`config.mk`:
```
export PLATFORM = sky130hd
export DESIGN_NAME = cic_decim_top
export DESIGN_NICKNAME = d
export VERILOG_FILES = /design/src/rtl/cic_decim_pkg.sv /design/src/rtl/cic_gain_stage.sv /design/src/rtl/cic_core.sv /design/src/rtl/cic_round_sat.sv /design/src/rtl/cic_decim_top.sv
export SDC_FILE = /design/constraint.sdc
export NUM_CORES = 1
export LEC_CHECK = 0
export ABC_AREA = 1
export BUFFER_PORTS_ARGS = -buffer_cell sky130_fd_sc_hd__buf_4
export CAP_MARGIN = 20
export CORE_MARGIN = 3
export CORE_UTILIZATION = 50
export CTS_CLUSTER_DIAMETER = 50
export DETAILED_ROUTE_END_ITERATION = 16
export GPL_TIMING_DRIVEN = 0
export PLACE_DENSITY = 0.68
export SLEW_MARGIN = 20
export SYNTH_ARGS = -nofsm -noshare
export SYNTH_HDL_FRONTEND = slang
export SYNTH_SLANG_ARGS = --single-unit
```
`constraint.sdc`:
```
create_clock -name clk -period 11.92 [get_ports clk]
set_input_delay 1.192 -clock clk [delete_from_list [all_inputs] [get_ports clk]]
set_output_delay 1.192 -clock clk [all_outputs]
set_load 0.005 [all_outputs]
```
`src/rtl/cic_decim_pkg.sv`:
```
package cic_decim_pkg;

    localparam int MANT_W     = 4;
    localparam int EXP_W      = 3;
    localparam int SHIFT_W    = 6;
    localparam int OUT_W      = 11;
    localparam int NUM_STAGES = 3;
    localparam int MIN_RATE   = 4;

    typedef enum logic {
        ORD_ONE   = 1'b0,
        ORD_THREE = 1'b1
    } cic_order_e;

    typedef struct packed {
        logic [MANT_W-1:0]  mant;
        logic [EXP_W-1:0]   expo;
        logic [SHIFT_W-1:0] shift;
    } gain_cfg_t;

    // total left shift applied by the gain stage
    function automatic logic [SHIFT_W:0] gain_shift(input gain_cfg_t c);
        return {1'b0, c.shift} + (SHIFT_W+1)'(c.expo);
    endfunction

    // 1.mmmm as a positive integer in sixteenths (sign bit kept clear)
    function automatic logic [MANT_W+1:0] mant_factor(input gain_cfg_t c);
        return {1'b0, 1'b1, c.mant};
    endfunction

endpackage

```
`src/rtl/cic_gain_stage.sv`:
```
module cic_gain_stage
    import cic_decim_pkg::*;
#(
    parameter int IN_W     = 10,
    parameter int STAGE_W  = 20,
    parameter int PRE_DROP = 36
) (
    input  logic                      clk,
    input  logic                      rst,
    input  gain_cfg_t                 cfg,
    input  logic                      in_valid,
    input  logic [IN_W-1:0]           in_data,
    output logic                      s_valid,
    output logic signed [STAGE_W-1:0] s_data
);

    localparam int PROD_W = IN_W + MANT_W + 2 + (2**SHIFT_W - 1) + (2**EXP_W - 1);

    logic signed [PROD_W-1:0]  x_ext;
    logic signed [PROD_W-1:0]  m_ext;
    logic signed [PROD_W-1:0]  prod;
    logic signed [STAGE_W-1:0] stage_d;

    assign x_ext   = {{(PROD_W-IN_W){in_data[IN_W-1]}}, in_data};
    assign m_ext   = {{(PROD_W-MANT_W-2){1'b0}}, mant_factor(cfg)};
    assign prod    = x_ext * m_ext;
    // keep the bits from PRE_DROP upward; upper bits wrap away
    assign stage_d = STAGE_W'((prod <<< gain_shift(cfg)) >>> PRE_DROP);

    always_ff @(posedge clk) begin
        if (rst) begin
            s_valid <= 1'b0;
            s_data  <= '0;
        end else begin
            s_valid <= in_valid;
            if (in_valid) begin
                s_data <= stage_d;
            end
        end
    end

    AST_STAGE_FOLLOWS: assert property (@(posedge clk) disable iff (rst)
        in_valid |=> s_valid);

    AST_STAGE_IDLE: assert property (@(posedge clk) disable iff (rst)
        !in_valid |=> !s_valid);

endmodule

```
`src/rtl/cic_core.sv`:
```
module cic_core
    import cic_decim_pkg::*;
#(
    parameter int STAGE_W = 20,
    parameter int GROWTH  = 36,
    localparam int ACC_W  = STAGE_W + GROWTH,
    localparam int RATE_W = GROWTH / 3 + 1
) (
    input  logic                      clk,
    input  logic                      rst,
    input  cic_order_e                order,
    input  logic [RATE_W-1:0]         rate,
    input  logic                      s_valid,
    input  logic signed [STAGE_W-1:0] s_data,
    output logic                      d_valid,
    output logic signed [ACC_W-1:0]   d_data
);

    localparam int MAX_RATE = 2**(GROWTH / 3);

    logic [RATE_W-1:0]       cnt;
    logic                    last;
    logic                    fire;
    logic signed [ACC_W-1:0] s_ext;
    logic signed [ACC_W-1:0] acc_q  [NUM_STAGES];
    logic signed [ACC_W-1:0] acc_nx [NUM_STAGES];
    logic signed [ACC_W-1:0] cmb_in [NUM_STAGES];
    logic signed [ACC_W-1:0] cmb    [NUM_STAGES];
    logic signed [ACC_W-1:0] dly_q  [NUM_STAGES];
    logic signed [ACC_W-1:0] tap;

    assign s_ext = {{GROWTH{s_data[STAGE_W-1]}}, s_data};
    assign last  = (cnt == rate - RATE_W'(1));
    assign fire  = s_valid && last;

    // decimation counter over accepted samples
    always_ff @(posedge clk) begin
        if (rst) begin
            cnt <= '0;
        end else if (s_valid) begin
            cnt <= last ? '0 : cnt + RATE_W'(1);
        end
    end

    // integrator chain: each stage sums the freshly updated value of the one before
    for (genvar k = 0; k < NUM_STAGES; k++) begin : g_int
        localparam bit FIRST = (k == 0);
        logic used;
        assign used = FIRST || (order == ORD_THREE);

        if (k == 0) begin : g_head
            assign acc_nx[k] = acc_q[k] + s_ext;
        end else begin : g_tail
            assign acc_nx[k] = acc_q[k] + acc_nx[k-1];
        end

        always_ff @(posedge clk) begin
            if (rst) begin
                acc_q[k] <= '0;
            end else if (s_valid && used) begin
                acc_q[k] <= acc_nx[k];
            end
        end
    end

    assign tap = (order == ORD_THREE) ? acc_nx[NUM_STAGES-1] : acc_nx[0];

    // comb chain, clocked only on decimation points
    for (genvar k = 0; k < NUM_STAGES; k++) begin : g_cmb
        localparam bit FIRST = (k == 0);
        logic used;
        assign used = FIRST || (order == ORD_THREE);

        if (k == 0) begin : g_head
            assign cmb_in[k] = tap;
        end else begin : g_tail
            assign cmb_in[k] = cmb[k-1];
        end
        assign cmb[k] = cmb_in[k] - dly_q[k];

        always_ff @(posedge clk) begin
            if (rst) begin
                dly_q[k] <= '0;
            end else if (fire && used) begin
                dly_q[k] <= cmb_in[k];
            end
        end
    end

    always_ff @(posedge clk) begin
        if (rst) begin
            d_valid <= 1'b0;
            d_data  <= '0;
        end else begin
            d_valid <= fire;
            if (fire) begin
                d_data <= (order == ORD_THREE) ? cmb[NUM_STAGES-1] : cmb[0];
            end
        end
    end

    AST_CNT_RANGE: assert property (@(posedge clk) disable iff (rst)
        cnt < rate);

    AST_RATE_LEGAL: assert property (@(posedge clk) disable iff (rst)
        (32'(rate) >= MIN_RATE) && (32'(rate) <= MAX_RATE));

    AST_DEC_SOURCE: assert property (@(posedge clk) disable iff (rst)
        d_valid |-> $past(s_valid));

endmodule

```
`src/rtl/cic_round_sat.sv`:
```
module cic_round_sat
    import cic_decim_pkg::*;
#(
    parameter int ACC_W   = 56,
    parameter int OUT_LSB = 44
) (
    input  logic                    clk,
    input  logic                    rst,
    input  logic                    d_valid,
    input  logic signed [ACC_W-1:0] d_data,
    output logic                    out_valid,
    output logic [OUT_W-1:0]        out_data
);

    localparam int T_W = ACC_W + 1 - OUT_LSB;
    localparam logic signed [ACC_W:0] HALF = $signed((ACC_W+1)'(1) << (OUT_LSB - 1));
    localparam logic [OUT_W-1:0] MAX_CODE = {1'b0, {(OUT_W-1){1'b1}}};
    localparam logic [OUT_W-1:0] MIN_CODE = {1'b1, {(OUT_W-1){1'b0}}};
    localparam longint POS_TH = (longint'(1) << (OUT_W - 1 + OUT_LSB)) - (longint'(1) << (OUT_LSB - 1));
    localparam longint NEG_TH = -(longint'(1) << (OUT_W - 1 + OUT_LSB)) - (longint'(1) << (OUT_LSB - 1));

    logic signed [ACC_W:0]   y_ext;
    logic signed [T_W-1:0]   top;
    logic [T_W-OUT_W:0]      hi;
    logic                    ovf;
    logic [OUT_W-1:0]        res;

    assign y_ext = {d_data[ACC_W-1], d_data};
    assign top   = T_W'((y_ext + HALF) >>> OUT_LSB);
    assign hi    = top[T_W-1:OUT_W-1];
    assign ovf   = !((&hi) || !(|hi));
    assign res   = ovf ? (top[T_W-1] ? MIN_CODE : MAX_CODE) : top[OUT_W-1:0];

    always_ff @(posedge clk) begin
        if (rst) begin
            out_valid <= 1'b0;
            out_data  <= '0;
        end else begin
            out_valid <= d_valid;
            if (d_valid) begin
                out_data <= res;
            end
        end
    end

    AST_SAT_POS: assert property (@(posedge clk) disable iff (rst)
        (d_valid && (longint'(d_data) >= POS_TH)) |=> (out_data == MAX_CODE));

    AST_SAT_NEG: assert property (@(posedge clk) disable iff (rst)
        (d_valid && (longint'(d_data) < NEG_TH)) |=> (out_data == MIN_CODE));

    AST_OUT_PULSE: assert property (@(posedge clk) disable iff (rst)
        out_valid |=> !out_valid);

    AST_OUT_HOLD: assert property (@(posedge clk) disable iff (rst)
        !out_valid |-> $stable(out_data));

endmodule

```
`src/rtl/cic_decim_top.sv`:
```
module cic_decim_top
    import cic_decim_pkg::*;
#(
    parameter int IN_W     = 10,
    parameter int STAGE_W  = 20,
    parameter int PRE_DROP = 36,
    parameter int GROWTH   = 36,
    parameter int HEADROOM = 1,
    localparam int RATE_W  = GROWTH / 3 + 1
) (
    input  logic                clk,
    input  logic                rst,
    input  logic                cfg_order,
    input  logic [RATE_W-1:0]   cfg_rate,
    input  logic [MANT_W-1:0]   cfg_mant,
    input  logic [EXP_W-1:0]    cfg_exp,
    input  logic [SHIFT_W-1:0]  cfg_shift,
    input  logic                in_valid,
    input  logic [IN_W-1:0]     in_data,
    output logic                out_valid,
    output logic [OUT_W-1:0]    out_data
);

    localparam int ACC_W   = STAGE_W + GROWTH;
    localparam int OUT_LSB = ACC_W - OUT_W - HEADROOM;

    gain_cfg_t                 gcfg;
    cic_order_e                order;
    logic                      s_valid;
    logic signed [STAGE_W-1:0] s_data;
    logic                      d_valid;
    logic signed [ACC_W-1:0]   d_data;

    assign gcfg  = '{mant: cfg_mant, expo: cfg_exp, shift: cfg_shift};
    assign order = cic_order_e'(cfg_order);

    cic_gain_stage #(
        .IN_W     (IN_W),
        .STAGE_W  (STAGE_W),
        .PRE_DROP (PRE_DROP)
    ) u_gain (
        .clk      (clk),
        .rst      (rst),
        .cfg      (gcfg),
        .in_valid (in_valid),
        .in_data  (in_data),
        .s_valid  (s_valid),
        .s_data   (s_data)
    );

    cic_core #(
        .STAGE_W (STAGE_W),
        .GROWTH  (GROWTH)
    ) u_core (
        .clk     (clk),
        .rst     (rst),
        .order   (order),
        .rate    (cfg_rate),
        .s_valid (s_valid),
        .s_data  (s_data),
        .d_valid (d_valid),
        .d_data  (d_data)
    );

    cic_round_sat #(
        .ACC_W   (ACC_W),
        .OUT_LSB (OUT_LSB)
    ) u_round (
        .clk       (clk),
        .rst       (rst),
        .d_valid   (d_valid),
        .d_data    (d_data),
        .out_valid (out_valid),
        .out_data  (out_data)
    );

endmodule

```
==> metrics.log <==
[metrics] vias in the first global route: 33380
[metrics] Net Count, Synth: 5737
[metrics] actual slew at the worst max-slew pin: 1169 ps
[metrics] CTS tree: built
[metrics] DIE HEIGHT: 282.3 µm
[metrics] starting utilization of the core area: 50.85%
[metrics] total clock sinks: 396
[metrics] count of buffers from port buffering: 47
[metrics] met1 routed wirelength after detailed routing: 51370 µm
[metrics] slowest cell on the critical path: sky130_fd_sc_hd__xnor2_1
[metrics] CTS HTree Levels: 2
[metrics] post-detailed-route wirelength per cell: 17.39 µm
[metrics] Setup violations, final: 0
[metrics] CP top delay family: compound AO/OA/AOI/OAI gates
[metrics] layout cell share with drive strength beyond 1: 12.65%
[metrics] GRT Total Usage: 27.69%
[metrics] number of warnings reported in the yosys synthesis log: 0
[metrics] Final Max Tran Viols: 0
[metrics] number of standard cells in the layout, taps in and fillers out: 6504
[metrics] cell at the root of the clock tree: sky130_fd_sc_hd__clkbuf_16
[metrics] combined flip-flop and latch cell area: 11300 µm²
[metrics] FP Rows: 100
[metrics] floorplan die area: 79700 µm²
[metrics] category of the worst setup path capture point: flop
[metrics] Max-cap violations: 0
[metrics] Final Wtd Congestion: 0.9559
[metrics] worst clock skew on the final layout: 36.62 ps
[metrics] clock transition time at the flip-flop clock pins of the worst setup and hold paths: 60 ps
[metrics] area grow syn2layout: 16.13%
[metrics] remaining design rule violation count: 0
[metrics] instance count of the mapped netlist: 5297
[metrics] mean cell area of the mapped netlist: 7.207 µm²
[metrics] Crit path top cell by count: sky130_fd_sc_hd__inv_1
[metrics] ratio of routed vias to standard cells: 5.436
[metrics] total CTS buffers: 59
[metrics] peak fanout along the critical path: 6
[metrics] global-route wire length before repair: 174700 µm
[metrics] count of antenna diodes in the layout: 0
[metrics] worst min-delay path category: flop to flop
[metrics] number of antenna violations at the first check in global routing: 1
[metrics] highest metal layer with signal wires: met5
[metrics] share of the core filled with cells in the final layout: 59.05%
[metrics] count of nets left with antenna violations after detail routing: 0
[metrics] status: finished, final reports clean
[metrics] Synth Cell Area: 38180 µm²
[metrics] Max-Slew Margin vs Limit: 22.08%
[metrics] Crit path largest cell delay: 580 ps
[metrics] arrival time reported for the critical path endpoint: 11940 ps
[metrics] width of the chip: 282.3 µm
[metrics] routed wire length on met2: 50920 µm
[metrics] ratio of final minimum period to clock period: 95.62%
[metrics] number of filler cells placed in the layout: 7018
[metrics] total area of multi-input combinational cells: 24580 µm²
[metrics] final wirelength: 113100 µm
[metrics] HPWL after DPL: 91700 µm
[metrics] violation count after the first detailed-route iteration: 2371
[metrics] Post-CTS Hold Buffers: 0
[metrics] total buffers and inverters traversed by the critical path: 8
[metrics] required time at the endpoint of the critical path: 12460 ps
[metrics] post-synthesis sequential element count: 396
[metrics] smallest hold slack: 452.5 ps
[metrics] post-layout instance area: 44330 µm²
[metrics] Core Area: 75070 µm²
[metrics] Routed met3 length: 6636 µm
[metrics] maximum number of pins on one net before global-route repair: 66
[metrics] I/O pin total: 52
[metrics] kind of start point of the critical path: flop
[metrics] total iterations of the first detailed-routing run: 6
[metrics] Cell Area, Placed: 40090 µm²
[metrics] number of different library cells in the post-synthesis netlist: 73
[metrics] total congestion overflow after global routing: 0
[metrics] via count: 35350
[metrics] sequential share of the synthesized area: 29.58%
[metrics] Inst Count DP: 6325
[metrics] Longest Clk Path Bufs: 3
[metrics] Max Freq: 0.08774 GHz
[metrics] Hold Violations, Final: 0
[metrics] crit path time final: 11400 ps
[metrics] Final Net Count: 5925
[metrics] type of the worst setup path: flop to flop
[metrics] worst-skew pair later-pin latency: 650 ps
-- state kept, by name, summed over array words and instances, names as in the netlist --
register / flops
u_round.out_data: 11
u_core.d_data: 13
u_core.cnt: 13
u_core.d_valid: 1
u_round.out_valid: 1
u_gain.s_valid: 1
u_core.dly_q: 168
u_gain.s_data: 20
u_core.acc_q: 168
-- layout by cell type (no fill, tap or decap), types with 33 or more instances in the layout --
master / n
sky130_fd_sc_hd__nand2_1: 949
sky130_fd_sc_hd__o21ai_1: 38
sky130_fd_sc_hd__edfxtp_1: 336
sky130_fd_sc_hd__clkbuf_1: 55
sky130_fd_sc_hd__a21oi_2: 85
sky130_fd_sc_hd__o21ai_2: 34
sky130_fd_sc_hd__ha_1: 317
sky130_fd_sc_hd__o21ai_0: 223
sky130_fd_sc_hd__dfxtp_1: 58
sky130_fd_sc_hd__nor2_1: 655
sky130_fd_sc_hd__a31oi_1: 62
sky130_fd_sc_hd__a21oi_1: 473
sky130_fd_sc_hd__clkbuf_16: 60
sky130_fd_sc_hd__xor2_1: 143
sky130_fd_sc_hd__or2_2: 35
sky130_fd_sc_hd__nor3_1: 39
sky130_fd_sc_hd__fa_1: 37
sky130_fd_sc_hd__inv_1: 951
sky130_fd_sc_hd__nand3_1: 170
sky130_fd_sc_hd__xnor2_1: 84
sky130_fd_sc_hd__o211ai_1: 33
sky130_fd_sc_hd__buf_4: 118
-- metal layers --
metal / track usage [%] / vias to the layer above
met1: 38.56 / 16240
met5: 0 / -
met2: 45.34 / 987
li1: - / 17900
met3: 2.674 / 223
met4: 9.201 / 2
-- cell type report --
class                   instances  area share, %
repair buffers                127          2.659
plain buffers                  81         0.9116
multi-input cells            3847          55.46
inverters                     973          8.247
clock inverters                42         0.9850
well taps                     969          2.735
flip-flops and latches        396          25.48
clock buffers                  69          3.525
-- worst min-delay path, delay by kind of cell, from the launching register on --
kind             cells  cell delay, ps
DFF                  1             300
and+or+nand+nor      2             100
-- repair_timing --
item / in CTS / in global routing
setup endpoints to repair: 12 / 14
buffers inserted: 16 / 52
pin swaps: 15 / 81
gates resized for setup: 81 / 274
-- synthesized netlist by cell type (all sizes together) --
cell	number	area (µm²)
o221a	2	22.52
or2	41	256.5
and3	2	12.51
o311ai	5	43.79
clkinv	1	5.000
a221o	1	10.01
a221oi	10	87.58
and2	4	25.02
clkbuf	56	230.2
xnor2	100	875.8
edfxtp	336	10090
o31ai	13	102.6
ha	363	4542
a2111oi	2	17.52
a21boi	10	93.83
nor2	690	2651
a21o	26	196.4
o211ai	33	247.7
nand4	27	168.9
o211a	1	10.01
o41ai	1	8.760
nor4	30	200.2
xor2	176	1541
o221ai	17	148.9
nand3	187	980.9
dfxtp	60	1201
nand3b	2	15.01
or3	1	11.26
o21bai	23	176.4
o2111ai	8	70.07
a31o	4	35.03
inv	972	3651
nand2	986	3764
mux2i	2	20.02
nor3	49	255.3
a211oi	10	75.07
o21ai	304	1604
a31oi	73	456.7
o21a	33	249.0
nor2b	1	6.260
nor3b	3	27.52
o31a	1	8.760
fa	37	740.7
buf	25	166.4
a21oi	569	3073
-- path summary, 6_finish.rpt --
check,from,endpoint,slack [ps],depth (start not counted)
hold reg to reg,u_core.d_data[55]$_SDFFE_PP0P_,u_core.d_data[55]$_SDFFE_PP0P_,450,2
setup / recovery,u_gain.s_data[0]$_SDFFE_PP0P_,u_core.d_data[51]$_SDFFE_PP0P_,520,61
setup reg to reg,u_gain.s_data[0]$_SDFFE_PP0P_,u_core.d_data[51]$_SDFFE_PP0P_,520,61
hold / removal,u_core.d_data[55]$_SDFFE_PP0P_,u_core.d_data[55]$_SDFFE_PP0P_,450,2
-- kinds of logic (layout without fill, tap and decap cells) --
group           after synthesis  after routing  synth area share [%]
simple gates               2023           2023                 21.94
mux                           2              2               0.05244
fa+ha+maj                   400            400                 13.84
xor+xnor                    276            276                 6.332
flops                       396            396                 29.58
buf+inv                    1054           1292                 10.62
compound gates             1146           1146                 17.65
-- stage by stage --
stage,setup TNS [ps],setup WS [ps]
after detailed placement,-9840,-1572
after CTS,0,0.8642
final,0,522.2
after global routing,-559.3,-152.7
after floorplan,0,531.3
after global placement,-693680,-3292
Power is not shown: default switching activity piles up to over one toggle a cycle in this logic, so the estimate is an artifact.
